==> src/rtl/spwm_pkg.sv <==
// spwm_pkg: register offsets, field codes and helper functions shared by
// the PWM timer modules. Assumes an 8-bit byte-offset register space.
package spwm_pkg;

    localparam logic [7:0] OFS_INFO    = 8'h04;
    localparam logic [7:0] OFS_SPARE   = 8'h08;
    localparam logic [7:0] OFS_CTRL    = 8'h10;
    localparam logic [7:0] OFS_COUNT   = 8'h14;
    localparam logic [7:0] OFS_MODULO  = 8'h18;
    localparam logic [7:0] OFS_CH_BASE = 8'h20;
    localparam int         CH_STRIDE   = 8;

    // Channel control bit positions
    localparam int CFG_FLAG_BIT = 7;
    localparam int CFG_EDGE_BIT = 5;
    localparam int CFG_MODE_BIT = 4;
    localparam int CFG_LVL_LO   = 2;

    typedef enum logic [1:0] {
        CLK_OFF  = 2'b00,
        CLK_RUN  = 2'b01,
        CLK_RSV2 = 2'b10,
        CLK_RSV3 = 2'b11
    } clk_mode_e;

    typedef enum logic [1:0] {
        LVL_OFF  = 2'b00,
        LVL_INV  = 2'b01,
        LVL_NORM = 2'b10,
        LVL_RSV  = 2'b11
    } edge_lvl_e;

    function automatic logic [7:0] cfg_ofs(input int idx);
        return OFS_CH_BASE + 8'(idx * CH_STRIDE);
    endfunction

    function automatic logic [7:0] cmp_ofs(input int idx);
        return OFS_CH_BASE + 8'(idx * CH_STRIDE + 4);
    endfunction

endpackage

==> src/rtl/spwm_prescale.sv <==
// spwm_prescale: makes a one-cycle count-enable pulse every 2^ps clocks
// while run is high. Assumes ps may change at any time; a change only
// shifts the phase of the next pulse. Divider restarts when run drops.
module spwm_prescale #(
    parameter int PS_W = 3
) (
    input  logic            clk,
    input  logic            rst_n,
    input  logic            run,
    input  logic [PS_W-1:0] ps,
    output logic            tick
);
    localparam int DIV_W = (1 << PS_W) - 1;

    logic [DIV_W-1:0] div_q;
    logic [DIV_W:0]   one_hot;
    logic [DIV_W:0]   full_mask;
    logic [DIV_W-1:0] mask;

    assign one_hot   = {{DIV_W{1'b0}}, 1'b1} << ps;
    assign full_mask = one_hot - 1'b1;
    assign mask      = full_mask[DIV_W-1:0];
    assign tick      = run && ((div_q & mask) == mask);

    // Free-running divider, cleared while the counter is not running
    always_ff @(posedge clk) begin
        if (!rst_n || !run) begin
            div_q <= '0;
        end else begin
            div_q <= div_q + 1'b1;
        end
    end
endmodule

==> src/rtl/spwm_counter.sv <==
// spwm_counter: the shared period counter. Counts up on each tick and
// returns to zero after reaching modulo. Assumes clr (software write)
// has priority over counting. wrap marks the period boundary.
module spwm_counter #(
    parameter int CNT_W = 16
) (
    input  logic             clk,
    input  logic             rst_n,
    input  logic             tick,
    input  logic             clr,
    input  logic [CNT_W-1:0] modulo,
    output logic [CNT_W-1:0] cnt,
    output logic             wrap
);
    assign wrap = tick && (cnt >= modulo);

    // Count register: clear, wrap to zero, or step by one
    always_ff @(posedge clk) begin
        if (!rst_n || clr) begin
            cnt <= '0;
        end else if (wrap) begin
            cnt <= '0;
        end else if (tick) begin
            cnt <= cnt + 1'b1;
        end
    end
endmodule

==> src/rtl/spwm_shadow.sv <==
// spwm_shadow: a double-buffered value. Writes go straight to the active
// copy when hold is low; otherwise they wait in a pending copy that is
// moved across on load. Assumes load only pulses while hold is high.
module spwm_shadow #(
    parameter int W = 16
) (
    input  logic         clk,
    input  logic         rst_n,
    input  logic         wr,
    input  logic [W-1:0] wdata,
    input  logic         hold,
    input  logic         load,
    output logic [W-1:0] act
);
    logic [W-1:0] pend_q;

    // Pending and active copies
    always_ff @(posedge clk) begin
        if (!rst_n) begin
            pend_q <= '0;
            act    <= '0;
        end else begin
            if (wr) begin
                pend_q <= wdata;
            end
            if (wr && !hold) begin
                act <= wdata;
            end else if (load) begin
                act <= pend_q;
            end
        end
    end
endmodule

==> src/rtl/spwm_channel.sv <==
// spwm_channel: one compare channel. Holds the channel control fields and
// a shadowed compare value, raises a match flag and drives an edge-aligned
// output. Assumes cnt never exceeds the active modulo while running.
module spwm_channel
    import spwm_pkg::*;
#(
    parameter int CNT_W = 16
) (
    input  logic             clk,
    input  logic             rst_n,
    input  logic             cfg_wr,
    input  logic [7:0]       cfg_wdata,
    input  logic             val_wr,
    input  logic [CNT_W-1:0] val_wdata,
    input  logic             hold,
    input  logic             load,
    input  logic             run,
    input  logic [CNT_W-1:0] cnt,
    output logic [7:0]       cfg_rd,
    output logic [CNT_W-1:0] val_act,
    output logic             pwm
);
    edge_lvl_e lvl_q;
    logic      edge_q;
    logic      mode_q;
    logic      flag_q;
    logic      below;
    logic      match;
    logic      cfg_unused;

    assign cfg_unused = ^{cfg_wdata[6], cfg_wdata[1:0]};

    spwm_shadow #(.W(CNT_W)) u_val (
        .clk   (clk),
        .rst_n (rst_n),
        .wr    (val_wr),
        .wdata (val_wdata),
        .hold  (hold),
        .load  (load),
        .act   (val_act)
    );

    assign match = run && (cnt == val_act);
    assign below = cnt < val_act;

    // Control fields written directly by software
    always_ff @(posedge clk) begin
        if (!rst_n) begin
            lvl_q  <= LVL_OFF;
            edge_q <= 1'b0;
            mode_q <= 1'b0;
        end else if (cfg_wr) begin
            lvl_q  <= edge_lvl_e'(cfg_wdata[CFG_LVL_LO+1:CFG_LVL_LO]);
            edge_q <= cfg_wdata[CFG_EDGE_BIT];
            mode_q <= cfg_wdata[CFG_MODE_BIT];
        end
    end

    // Match flag: set on compare hit, cleared by writing one
    always_ff @(posedge clk) begin
        if (!rst_n) begin
            flag_q <= 1'b0;
        end else if (match) begin
            flag_q <= 1'b1;
        end else if (cfg_wr && cfg_wdata[CFG_FLAG_BIT]) begin
            flag_q <= 1'b0;
        end
    end

    // Output level from the edge-level code
    always_comb begin
        case (lvl_q)
            LVL_OFF: pwm = 1'b0;
            LVL_INV: pwm = !below;
            default: pwm = below;
        endcase
    end

    assign cfg_rd = {flag_q, 1'b0, edge_q, mode_q, lvl_q, 2'b00};
endmodule

==> src/rtl/shared_pwm_timer.sv <==
// shared_pwm_timer: top level. Decodes the register port, keeps the
// control register and the shadowed modulo, and instantiates the
// prescaler, the shared counter and NCH compare channels.
// Assumes ADDR_W >= 8, DATA_W > CNT_W and NCH <= 28.
module shared_pwm_timer
    import spwm_pkg::*;
#(
    parameter int NCH    = 4,
    parameter int CNT_W  = 16,
    parameter int PS_W   = 3,
    parameter int ADDR_W = 8,
    parameter int DATA_W = 32
) (
    input  logic              clk,
    input  logic              rst_n,
    input  logic              wr_en,
    input  logic [ADDR_W-1:0] addr,
    input  logic [DATA_W-1:0] wdata,
    output logic [DATA_W-1:0] rdata,
    output logic [NCH-1:0]    pwm_out
);
    localparam int SC_W = PS_W + 3;

    logic [SC_W-1:0]           sc_q;
    logic [PS_W-1:0]           ps;
    clk_mode_e                 cmod;
    logic                      run;
    logic                      hold;
    logic                      tick;
    logic                      wrap;
    logic [CNT_W-1:0]          cnt_q;
    logic [CNT_W-1:0]          mod_act;
    logic                      sc_wr;
    logic                      cnt_wr;
    logic                      mod_wr;
    logic [NCH-1:0]            cfg_wr;
    logic [NCH-1:0]            val_wr;
    logic [NCH-1:0][7:0]       cfg_rd_all;
    logic [NCH-1:0][CNT_W-1:0] val_all;
    logic                      wdata_unused;

    assign wdata_unused = ^wdata[DATA_W-1:CNT_W];

    assign ps   = sc_q[PS_W-1:0];
    assign cmod = clk_mode_e'(sc_q[PS_W+1:PS_W]);
    assign run  = (cmod == CLK_RUN);
    assign hold = (cmod != CLK_OFF);

    assign sc_wr  = wr_en && (addr == ADDR_W'(OFS_CTRL));
    assign cnt_wr = wr_en && (addr == ADDR_W'(OFS_COUNT));
    assign mod_wr = wr_en && (addr == ADDR_W'(OFS_MODULO));

    // Status/control register
    always_ff @(posedge clk) begin
        if (!rst_n) begin
            sc_q <= '0;
        end else if (sc_wr) begin
            sc_q <= wdata[SC_W-1:0];
        end
    end

    spwm_prescale #(.PS_W(PS_W)) u_pre (
        .clk   (clk),
        .rst_n (rst_n),
        .run   (run),
        .ps    (ps),
        .tick  (tick)
    );

    spwm_counter #(.CNT_W(CNT_W)) u_cnt (
        .clk    (clk),
        .rst_n  (rst_n),
        .tick   (tick),
        .clr    (cnt_wr),
        .modulo (mod_act),
        .cnt    (cnt_q),
        .wrap   (wrap)
    );

    spwm_shadow #(.W(CNT_W)) u_mod (
        .clk   (clk),
        .rst_n (rst_n),
        .wr    (mod_wr),
        .wdata (wdata[CNT_W-1:0]),
        .hold  (hold),
        .load  (wrap),
        .act   (mod_act)
    );

    for (genvar g = 0; g < NCH; g++) begin : g_ch
        assign cfg_wr[g] = wr_en && (addr == ADDR_W'(cfg_ofs(g)));
        assign val_wr[g] = wr_en && (addr == ADDR_W'(cmp_ofs(g)));

        spwm_channel #(.CNT_W(CNT_W)) u_ch (
            .clk       (clk),
            .rst_n     (rst_n),
            .cfg_wr    (cfg_wr[g]),
            .cfg_wdata (wdata[7:0]),
            .val_wr    (val_wr[g]),
            .val_wdata (wdata[CNT_W-1:0]),
            .hold      (hold),
            .load      (wrap),
            .run       (run),
            .cnt       (cnt_q),
            .cfg_rd    (cfg_rd_all[g]),
            .val_act   (val_all[g]),
            .pwm       (pwm_out[g])
        );
    end

    // Read multiplexer; unmapped offsets read zero
    always_comb begin
        rdata = '0;
        if (addr == ADDR_W'(OFS_INFO)) begin
            rdata = DATA_W'(NCH);
        end else if (addr == ADDR_W'(OFS_CTRL)) begin
            rdata = DATA_W'(sc_q);
        end else if (addr == ADDR_W'(OFS_COUNT)) begin
            rdata = DATA_W'(cnt_q);
        end else if (addr == ADDR_W'(OFS_MODULO)) begin
            rdata = DATA_W'(mod_act);
        end
        for (int i = 0; i < NCH; i++) begin
            if (addr == ADDR_W'(cfg_ofs(i))) begin
                rdata = DATA_W'(cfg_rd_all[i]);
            end
            if (addr == ADDR_W'(cmp_ofs(i))) begin
                rdata = DATA_W'(val_all[i]);
            end
        end
    end
endmodule

==> config.mk <==
export PLATFORM = sky130hd
export DESIGN_NAME = shared_pwm_timer
export DESIGN_NICKNAME = d
export VERILOG_FILES = /design/src/rtl/spwm_pkg.sv /design/src/rtl/spwm_prescale.sv /design/src/rtl/spwm_counter.sv /design/src/rtl/spwm_shadow.sv /design/src/rtl/spwm_channel.sv /design/src/rtl/shared_pwm_timer.sv
export SDC_FILE = /design/constraint.sdc
export NUM_CORES = 1
export LEC_CHECK = 0
export BUFFER_PORTS_ARGS = -buffer_cell sky130_fd_sc_hd__buf_2
export CORE_ASPECT_RATIO = 0.7
export CORE_MARGIN = 5
export CORE_UTILIZATION = 40
export DETAILED_ROUTE_END_ITERATION = 16
export PLACE_DENSITY = 0.67
export SLEW_MARGIN = 20
export SYNTH_ARGS = -nofsm -noshare
export SYNTH_HDL_FRONTEND = slang
export SYNTH_SLANG_ARGS = --single-unit
==> constraint.sdc <==
create_clock -name clk -period 6.3 [get_ports clk]
set_input_delay 1.575 -clock clk [delete_from_list [all_inputs] [get_ports clk]]
set_output_delay 1.575 -clock clk [all_outputs]
set_load 0.02 [all_outputs]
==> results of run 1 <==
==> logic make-up after synthesis <==
family | after synthesis | synth area share, %
adder cells (fa/ha/maj) | 82 | 8.88
buffers and inverters | 195 | 7.19
multiplexers | 90 | 7.88
AO/OA/AOI/OAI | 380 | 21.0
flip-flops | 209 | 36.2
AND/OR/NAND/NOR | 452 | 17.4
other | 1 | 0.0325
XOR/XNOR | 19 | 1.44
==> how the worst max path moves through the flow <==
stage,cells past startpoint,endpoint
2_1_floorplan,8,rdata[3]
3_3_place_gp,7,rdata[3]
3_5_place_dp,7,rdata[3]
4_1_cts,7,rdata[3]
5_1_grt,7,rdata[3]
6_report,7,rdata[1]
==> metal layers <==
layer	global-route usage, %	vias to the layer above	part of all wire [%]	routed length (um)
li1	-	4921	-	-
met1	35.4	4872	49	17700
met2	28.2	438	37	13500
met3	6.09	54	12	4270
met4	3.50	2	1.9	691
met5	0	-	0.036	13
==> power by group <==
group | internal (mW) | switching (mW)
clock network | 0.799 | 0.565
registers | 1.32 | 0.00227
logic | 0.0311 | 0.0836
total | 2.15 | 0.650
==> worst max-delay path, stage by stage <==
cell     delay, ns
buf_2         0.15
or4b_1        0.74
nor2_1        0.29
and2_1        0.52
a22oi_1       0.16
nand3_1       0.18
buf_2         0.19
==> metrics by stage <==
| stage | setup WS [ns] | std cells | hold slack (ns) |
|---|---|---|---|
| after global placement | 0.942 | 1775 | 0.448 |
| after detailed placement | 0.955 | 1775 | 0.456 |
| after floorplan | 1.33 | 1443 | 0.440 |
| after global routing | 0.835 | 1814 | 0.481 |
| after CTS | 0.948 | 1814 | 0.465 |
| final | 0.907 | 1814 | 0.462 |
==> cell usage in the layout (no fill, tap or decap), types with 7 or more instances in the layout <==
| master | netlist | final |
|---|---|---|
| a21boi_0 | 96 | 96 |
| a21oi_1 | 79 | 79 |
| a222oi_1 | 11 | 11 |
| a22oi_1 | 19 | 19 |
| a311oi_1 | 15 | 15 |
| and3_1 | 8 | 8 |
| buf_2 | 10 | 45 |
| buf_4 | 23 | 17 |
| clkbuf_16 | 0 | 22 |
| conb_1 | 1 | 16 |
| dfxtp_1 | 209 | 209 |
| ha_1 | 82 | 82 |
| inv_1 | 86 | 86 |
| mux2_2 | 8 | 8 |
| mux2i_1 | 82 | 82 |
| nand2_1 | 253 | 253 |
| nand2b_1 | 11 | 11 |
| nand3_1 | 42 | 42 |
| nand4_1 | 20 | 20 |
| nor2_1 | 63 | 63 |
| nor2b_1 | 23 | 23 |
| nor3_1 | 7 | 7 |
| o21ai_0 | 107 | 107 |
| o21ai_1 | 17 | 17 |
| xor2_1 | 13 | 13 |
==> sequential cells by signal, summed over array words and instances, names as in the netlist <==
signal and flops:
g_ch.u_ch.edge_q 4, g_ch.u_ch.flag_q 4, g_ch.u_ch.lvl_q 8, g_ch.u_ch.mode_q 4, g_ch.u_ch.u_val.act 64, g_ch.u_ch.u_val.pend_q 64, sc_q 6, u_cnt.cnt 16
u_mod.act 16, u_mod.pend_q 16, u_pre.div_q 7
==> cell type report <==
class	instances	area (um^2)	area share [%]
clock inverter	9	153	1.20
sequential	209	4180	32.9
multi-input combinational	1039	6590	51.9
tap	378	473	3.72
clock buffer	30	601	4.73
inverter	86	323	2.54
timing repair buffer	63	373	2.94
==> impl_metrics.tcl, run 1 <==
set metrics [dict create \
    crit_arrival_ns 3.82 \
    globalRoute.totalOverflow 0 \
    synth_most_common_cell "nand2_1" \
    die_x_um 213 \
    critPathLaunch "addr[4]" \
    crit_path_start_kind "input port" \
    synth_top_area_cell "dfxtp_1" \
    drtIter0Drc 1173 \
    antenna_found_initial 2 \
    syn_avg_cell_area_um2 8.09 \
    syn-instance-count 1428 \
    p_leak_nw 5.03 \
    fin_worst_skew_ns 0.0187 \
    synth_edf_count 0 \
    fp.dieArea_um2 32400 \
    grt_pass1_wl_um 55500 \
    nets 1546 \
    fin_tns_setup_ns 0 \
    slew_headroom_pct 30.8 \
    drc 0 \
    tritoncts "built" \
    clkTransAtPathRegs_ns 0.06 \
    ctsHtreeMaxLevel 1 \
    portBuffers 46 \
    start_util_pct 40.3 \
    grt_start_max_net_pins 97 \
    holdPathStages 2 \
    total_power_mw 2.80 \
    synthFlopType "dfxtp_1" \
    ant_nets 0 \
    cts_buffer_depth 3 \
    r2r_slack_ns 3.02 \
    dpl.hpwl_um 26500 \
    final-max-slew-violation-count 0 \
    min_path_type "flop to flop" \
    fin_area_um2 12700 \
    antennaDiodeCount 0 \
    post_cts_resized 0 \
    rr_endpoint "g_ch[0].u_ch.u_val.act[0]$_SDFFE_PN0P_" \
    tightestPinTransition_ns 1.04 \
    drive_gt1_share_pct 7.66 \
    critPathKind "input port to output port" \
    synth_cell_types 52 \
    cts_root_buffer "clkbuf_16" \
    die_h_um 152 \
    hold_buffers 0 \
    vias 10300 \
    synth_top_area_share_pct 36.2 \
    period_share_pct 85.6 \
    min_from "g_ch[2].u_ch.u_val.pend_q[6]$_SDFFE_PN0P_" \
    ios 79 \
    synth_common_cells "253 x nand2_1, 209 x dfxtp_1, 107 x o21ai_0" \
    period_needed_ns 5.39 \
    layout.filler_cells 2858 \
    coreArea_um2 28700 \
    dpl_cell_area_um2 11900 \
    status "complete, no violations" \
    ys_ff_latch 209 \
    min_to "g_ch[2].u_ch.u_val.pend_q[6]$_SDFFE_PN0P_" \
    final_hold_viol_count 0 \
    critPathCaptureType "output port" \
    worstPathMaxFanout 13 \
    pwr_density_cell_nw_per_um2 221 \
    post_cts_buffers 0 \
    synthTopCellsByArea "dfxtp_1 36%, ha_1 8.9%, nand2_1 8.2%, mux2i_1 7.1%, a21boi_0 6.2%" \
    netlist_area_um2 11600 \
    post-route-util_pct 44.3 \
    numCtsBuffers 22 \
    cap_violations 0 \
    wl_um 36200 \
    yosys_warnings 0 \
    async_flop_share_pct 0 \
    globalplace.congestion 0.979 \
    rows 52 \
    setup_viol 0 \
    clock_latency_ns 0.53 \
    rsz0062_at_grt "no" \
    wl_per_cell_um 19.9 \
    firstDrtPassIters 6 \
    vias_per_cell 5.67 \
    peakVddDrop_mv 0.129 \
    yosysSeqAreaShare_pct 36.2 \
    syn_to_final_growth_pct 9.93 \
    cp.required_ns 4.72 \
    clock_sinks 209 \
    clock.fmax_mhz 185 \
    track_usage_pct 21.7 \
    r2r-start "u_cnt.cnt[4]$_SDFFE_PP0P_" \
    rr_worst_depth 9 \
    grt_pass1_vias 9337 \
]
(Power assumes the default switching activity.)
==> run 2: changes to the inputs <==
PLACE_DENSITY = 0.66   (was 0.67)
SYNTH_HIERARCHICAL = 1   (was default)
==> impl_metrics.tcl, run 2 <==
set metrics [dict create \
    post_cts_resized 0 \
    wl_per_cell_um 20.7 \
    crit_arrival_ns 3.72 \
    yosysSeqAreaShare_pct 32.0 \
    slew_headroom_pct 28.4 \
    wl_met3_um 2810 \
    mostFrequentLayoutCells "209 x dfxtp_1, 191 x mux2i_1, 135 x nor2_1, 99 x inv_1, 82 x ha_1" \
    firstDrtPassIters 5 \
    ctsHtreeMaxLevel 1 \
    syn_avg_cell_area_um2 9.27 \
    layout.filler_cells 3155 \
    ant_nets 0 \
    r2r-start "sc_q[3]$_SDFFE_PN0P_" \
    synth_top_family_by_area "simple AND/OR/NAND/NOR gates" \
    crit_path_start_kind "input port" \
    fin_worst_skew_ns 0.0188 \
    critPathKind "input port to output port" \
    drtIter0Drc 1069 \
    track_usage_pct 20.3 \
    drc 0 \
    final_common_cell "dfxtp_1" \
    synth_common_cells "209 x dfxtp_1, 191 x mux2i_1, 135 x nor2_1" \
    ios 79 \
    wl_um 37900 \
    rows 55 \
    tritoncts "built" \
    hold_buffers 0 \
    fin_tns_setup_ns 0 \
    async_flop_share_pct 0 \
    yosys_warnings 6 \
    critPathCaptureType "output port" \
    fin_area_um2 14000 \
    netlist_area_um2 13100 \
    critPathLaunch "addr[7]" \
    grt_start_max_net_pins 56 \
    grt_pass1_vias 10000 \
    cts_root_buffer "clkbuf_16" \
    period_needed_ns 5.29 \
    top_layer_used "met4" \
    post_cts_buffers 0 \
    die_h_um 161 \
    peakVddDrop_mv 0.185 \
    cap_violations 0 \
    slowest_delay_ns 0.75 \
    setup_viol 0 \
    clock_latency_ns 0.53 \
    synth-adder-area-share_pct 7.85 \
    clkTransAtPathRegs_ns 0.06 \
    final-max-slew-violation-count 0 \
    synthFlopType "dfxtp_1" \
    antennaDiodeCount 0 \
    muxShareOfSynthArea_pct 15.4 \
    clock.fmax_mhz 189 \
    p_leak_nw 4.76 \
    tightestPinTransition_ns 1.07 \
    worstPathMaxFanout 9 \
    post-route-util_pct 43.3 \
    pwr_density_cell_nw_per_um2 209 \
    total_power_mw 2.92 \
    dpl.hpwl_um 27300 \
    clock_sinks 209 \
    synth_top_area_cell "dfxtp_1" \
    die_x_um 226 \
    min_path_type "flop to flop" \
    portBuffers 46 \
    met1_length_um 18700 \
    cts_buffer_depth 3 \
    min_from "g_ch[1].u_ch/flag_q$_SDFFE_PN0P_" \
    wl_met2_um 15500 \
    fp.dieArea_um2 36400 \
    status "complete, no violations" \
    synth-xor-area-share_pct 1.27 \
    dpl_cell_area_um2 13200 \
    yosys.area_share.simple_pct 18.2 \
    synthTopCellsByArea "dfxtp_1 32%, mux2i_1 15%, ha_1 7.9%, a211oi_2 5.3%, nor3b_1 4.6%" \
    synth_most_common_cell "dfxtp_1" \
    drive_gt1_share_pct 14.3 \
    vias_per_cell 5.65 \
    grt_pass1_wl_um 58700 \
    syn_to_final_growth_pct 7.00 \
    syn-instance-count 1409 \
    pre_cts_ws_ns 1.05 \
    period_share_pct 84.0 \
    globalplace.congestion 0.943 \
    numCtsBuffers 23 \
    ys_ff_latch 209 \
    vias 10400 \
    globalRoute.totalOverflow 0 \
    cp.required_ns 4.72 \
    synth_edf_count 0 \
    setup_ws_ns 1.01 \
    nets 1517 \
    worstPathCellList "buf_2 > or4b_1 > nor3_1 > a2bb2oi_1 > o211ai_1 > buf_2" \
    synth_cell_types 69 \
    final_hold_viol_count 0 \
    crit_top_cell "buf_2" \
    reg_top3 "g_ch.u_ch/u_val/act x64, g_ch.u_ch/u_val/pend_q x64" \
    coreArea_um2 32300 \
    synth_compound_area_share_pct 15.2 \
    start_util_pct 40.5 \
    rsz0062_at_grt "no" \
    synth_top_area_share_pct 32.0 \
    slowest_stage "or4b_1" \
    antenna_found_initial 0 \
]
run 2: where the power goes:
part | leakage, nW | switching [mW] | internal, mW
Combinational | 2.68 | 0.108 | 0.0337
Sequential | 1.68 | 0.00220 | 1.32
Clock | 0.391 | 0.572 | 0.878
Total | 4.76 | 0.682 | 2.23
run 2: logic make-up after synthesis:
| kind of cell | Yosys count |
|---|---|
| and+or+nand+nor | 424 |
| AOI/OAI and AO/OA | 239 |
| buffers and inverters | 232 |
| DFF | 209 |
| muxes | 199 |
| adders and majority gates | 82 |
| xor gates and xnor gates | 19 |
| other | 5 |
run 2: path summary, 6_finish.rpt:
path	slack [ns]	to	cells past startpoint
worst max register to register	2.55	g_ch[3].u_ch/u_val/act[5]$_SDFFE_PN0P_	8
worst min register to register	0.47	g_ch[1].u_ch/flag_q$_SDFFE_PN0P_	2
worst max-delay path	1.01	rdata[5]	6
worst min-delay path	0.47	g_ch[1].u_ch/flag_q$_SDFFE_PN0P_	2
run 2: routing by layer:
metal | up-vias | track usage, %
met5 | - | 0
met3 | 56 | 3.85
li1 | 4904 | -
met2 | 330 | 28.9
met4 | 0 | 4.48
met1 | 5072 | 31.5
run 2: critical path: cells and delay by family:
family	cells	cell delay, ns
AND/OR/NAND/NOR	2	1.29
AO/OA/AOI/OAI	2	0.51
buffers and inverters	2	0.34
run 2: layout make-up:
class | instances | area [um^2] | area share, %
flip-flops and latches | 209 | 4180 | 29.9
repair buffers | 66 | 380 | 2.72
clock inverters | 11 | 160 | 1.15
inverters | 101 | 379 | 2.71
well taps | 427 | 534 | 3.82
clock buffers | 29 | 638 | 4.56
multi-input cells | 991 | 7700 | 55.1
run 2: per-stage QoR:
step | cells | hold slack, ns
CTS | 1834 | 0.466
global placement | 1794 | 0.452
floorplan | 1432 | 0.441
global route | 1834 | 0.504
finish | 1834 | 0.466
detailed placement | 1794 | 0.456
==> run 3: changes to the inputs <==
clock period = 5.5 ns   (was 6.3 ns; I/O delays follow)
==> impl_metrics.tcl, run 3 (synthesis results as in run 2) <==
set metrics [dict create \
    clock.fmax_mhz 207 \
    slew_headroom_pct 29.4 \
    track_usage_pct 19.9 \
    ios 79 \
    drive_gt1_share_pct 14.5 \
    final_cells 1836 \
    antenna_found_initial 0 \
    drtIter0Drc 1291 \
    firstDrtPassIters 6 \
    rr_worst_depth 8 \
    setup_viol 0 \
    reg_top3 "g_ch.u_ch/u_val/act x64, g_ch.u_ch/u_val/pend_q x64" \
    p_leak_nw 4.79 \
    pwr_density_cell_nw_per_um2 245 \
    layout.filler_cells 3110 \
    clock_latency_ns 0.52 \
    total_power_mw 3.44 \
    fin_worst_skew_ns 0.0156 \
    clkTransAtPathRegs_ns 0.06 \
    tritoncts "built" \
    dpl.hpwl_um 26900 \
    period_needed_ns 4.82 \
    grt_pass1_vias 9783 \
    peakVddDrop_mv 0.209 \
    drc 0 \
    nets 1518 \
    r2r-start "u_pre/div_q[2]$_SDFF_PP0_" \
    tightestPinTransition_ns 1.05 \
    post_cts_resized 0 \
    cp.required_ns 4.12 \
    grt_start_max_net_pins 53 \
    r2r_slack_ns 2.12 \
    mostFrequentLayoutCells "209 x dfxtp_1, 191 x mux2i_1, 135 x nor2_1, 98 x inv_1, 82 x ha_1" \
    wl_per_cell_um 20.3 \
    start_util_pct 40.5 \
    rsz0062_at_grt "no" \
    rows 55 \
    period_share_pct 87.6 \
    vias_per_cell 5.62 \
    critPathCaptureType "output port" \
    fin_tns_setup_ns 0 \
    crit_path_start_kind "input port" \
    ctsHtreeMaxLevel 1 \
    cap_violations 0 \
    cts_buffer_depth 3 \
    final-max-slew-violation-count 0 \
    crit_path_end "rdata[8]" \
    rr_endpoint "g_ch[3].u_ch/u_val/act[4]$_SDFFE_PN0P_" \
    worstPathMaxFanout 9 \
    crit_arrival_ns 3.45 \
    portBuffers 46 \
    die_x_um 226 \
    grt_pass1_wl_um 57700 \
    coreArea_um2 32300 \
    fp.dieArea_um2 36400 \
    status "complete, no violations" \
    final_common_cell "dfxtp_1" \
    critPathLaunch "addr[7]" \
    final_hold_viol_count 0 \
    hold_buffers 0 \
    critPathKind "input port to output port" \
    vias 10300 \
    globalplace.congestion 0.884 \
    ant_nets 0 \
    post_cts_buffers 0 \
    placed_cells 1796 \
    numCtsBuffers 22 \
    syn_to_final_growth_pct 7.60 \
    clock_sinks 209 \
    cts_root_buffer "clkbuf_16" \
    globalRoute.totalOverflow 0 \
    die_h_um 161 \
    wl_um 37300 \
    antennaDiodeCount 0 \
    min_path_type "flop to flop" \
]
## run 3: worst min-delay path by stage
stage / depth (start not counted) / to / startpoint
after floorplan: 2 / g_ch[0].u_ch/flag_q$_SDFFE_PN0P_ / g_ch[0].u_ch/flag_q$_SDFFE_PN0P_
after global placement: 2 / g_ch[2].u_ch/flag_q$_SDFFE_PN0P_ / g_ch[2].u_ch/flag_q$_SDFFE_PN0P_
after detailed placement: 2 / g_ch[1].u_ch/flag_q$_SDFFE_PN0P_ / g_ch[1].u_ch/flag_q$_SDFFE_PN0P_
after CTS: 2 / g_ch[1].u_ch/flag_q$_SDFFE_PN0P_ / g_ch[1].u_ch/flag_q$_SDFFE_PN0P_
after global routing: 2 / g_ch[2].u_ch/flag_q$_SDFFE_PN0P_ / g_ch[2].u_ch/flag_q$_SDFFE_PN0P_
final: 2 / g_ch[2].u_ch/flag_q$_SDFFE_PN0P_ / g_ch[2].u_ch/flag_q$_SDFFE_PN0P_
## run 3: per-stage QoR
stage / utilization [%] / cell area [um^2] / hold slack, ns / worst slack (ns)
detailed placement: 40.9 / 13200 / 0.455 / 0.694
finish: 43.6 / 14100 / 0.468 / 0.680
global route: 43.6 / 14100 / 0.487 / 0.569
CTS: 43.6 / 14100 / 0.467 / 0.689
global placement: 40.9 / 13200 / 0.452 / 0.688
floorplan: - / 13200 / 0.441 / 1.04
## run 3: layout make-up
type	instances	area [um^2]	area share, %
clock buffer	28	634	4.51
tap	427	534	3.80
timing repair buffer	68	395	2.81
clock inverter	12	226	1.61
sequential	209	4180	29.8
inverter	101	379	2.70
multi-input combinational	991	7700	54.8
## run 3: layer usage
metal	up-vias	part of all wire, %	GRT usage, %
met5	-	0	0
met4	0	1.6	3.52
met2	285	41	28.4
met3	47	7.0	3.58
li1	4918	-	-
met1	5062	50	31.2
## run 3: critical path: stages
cell,delay (ns)
buf_2,0.13
or4b_1,0.74
nor3_1,0.49
buf_4,0.26
a22oi_1,0.10
nand3_1,0.15
buf_2,0.19
## run 3: report_power, final
group | internal, mW | switching (mW)
sequential | 1.52 | 0.00242
clock | 1.10 | 0.660
combinational | 0.0388 | 0.123
total | 2.66 | 0.785
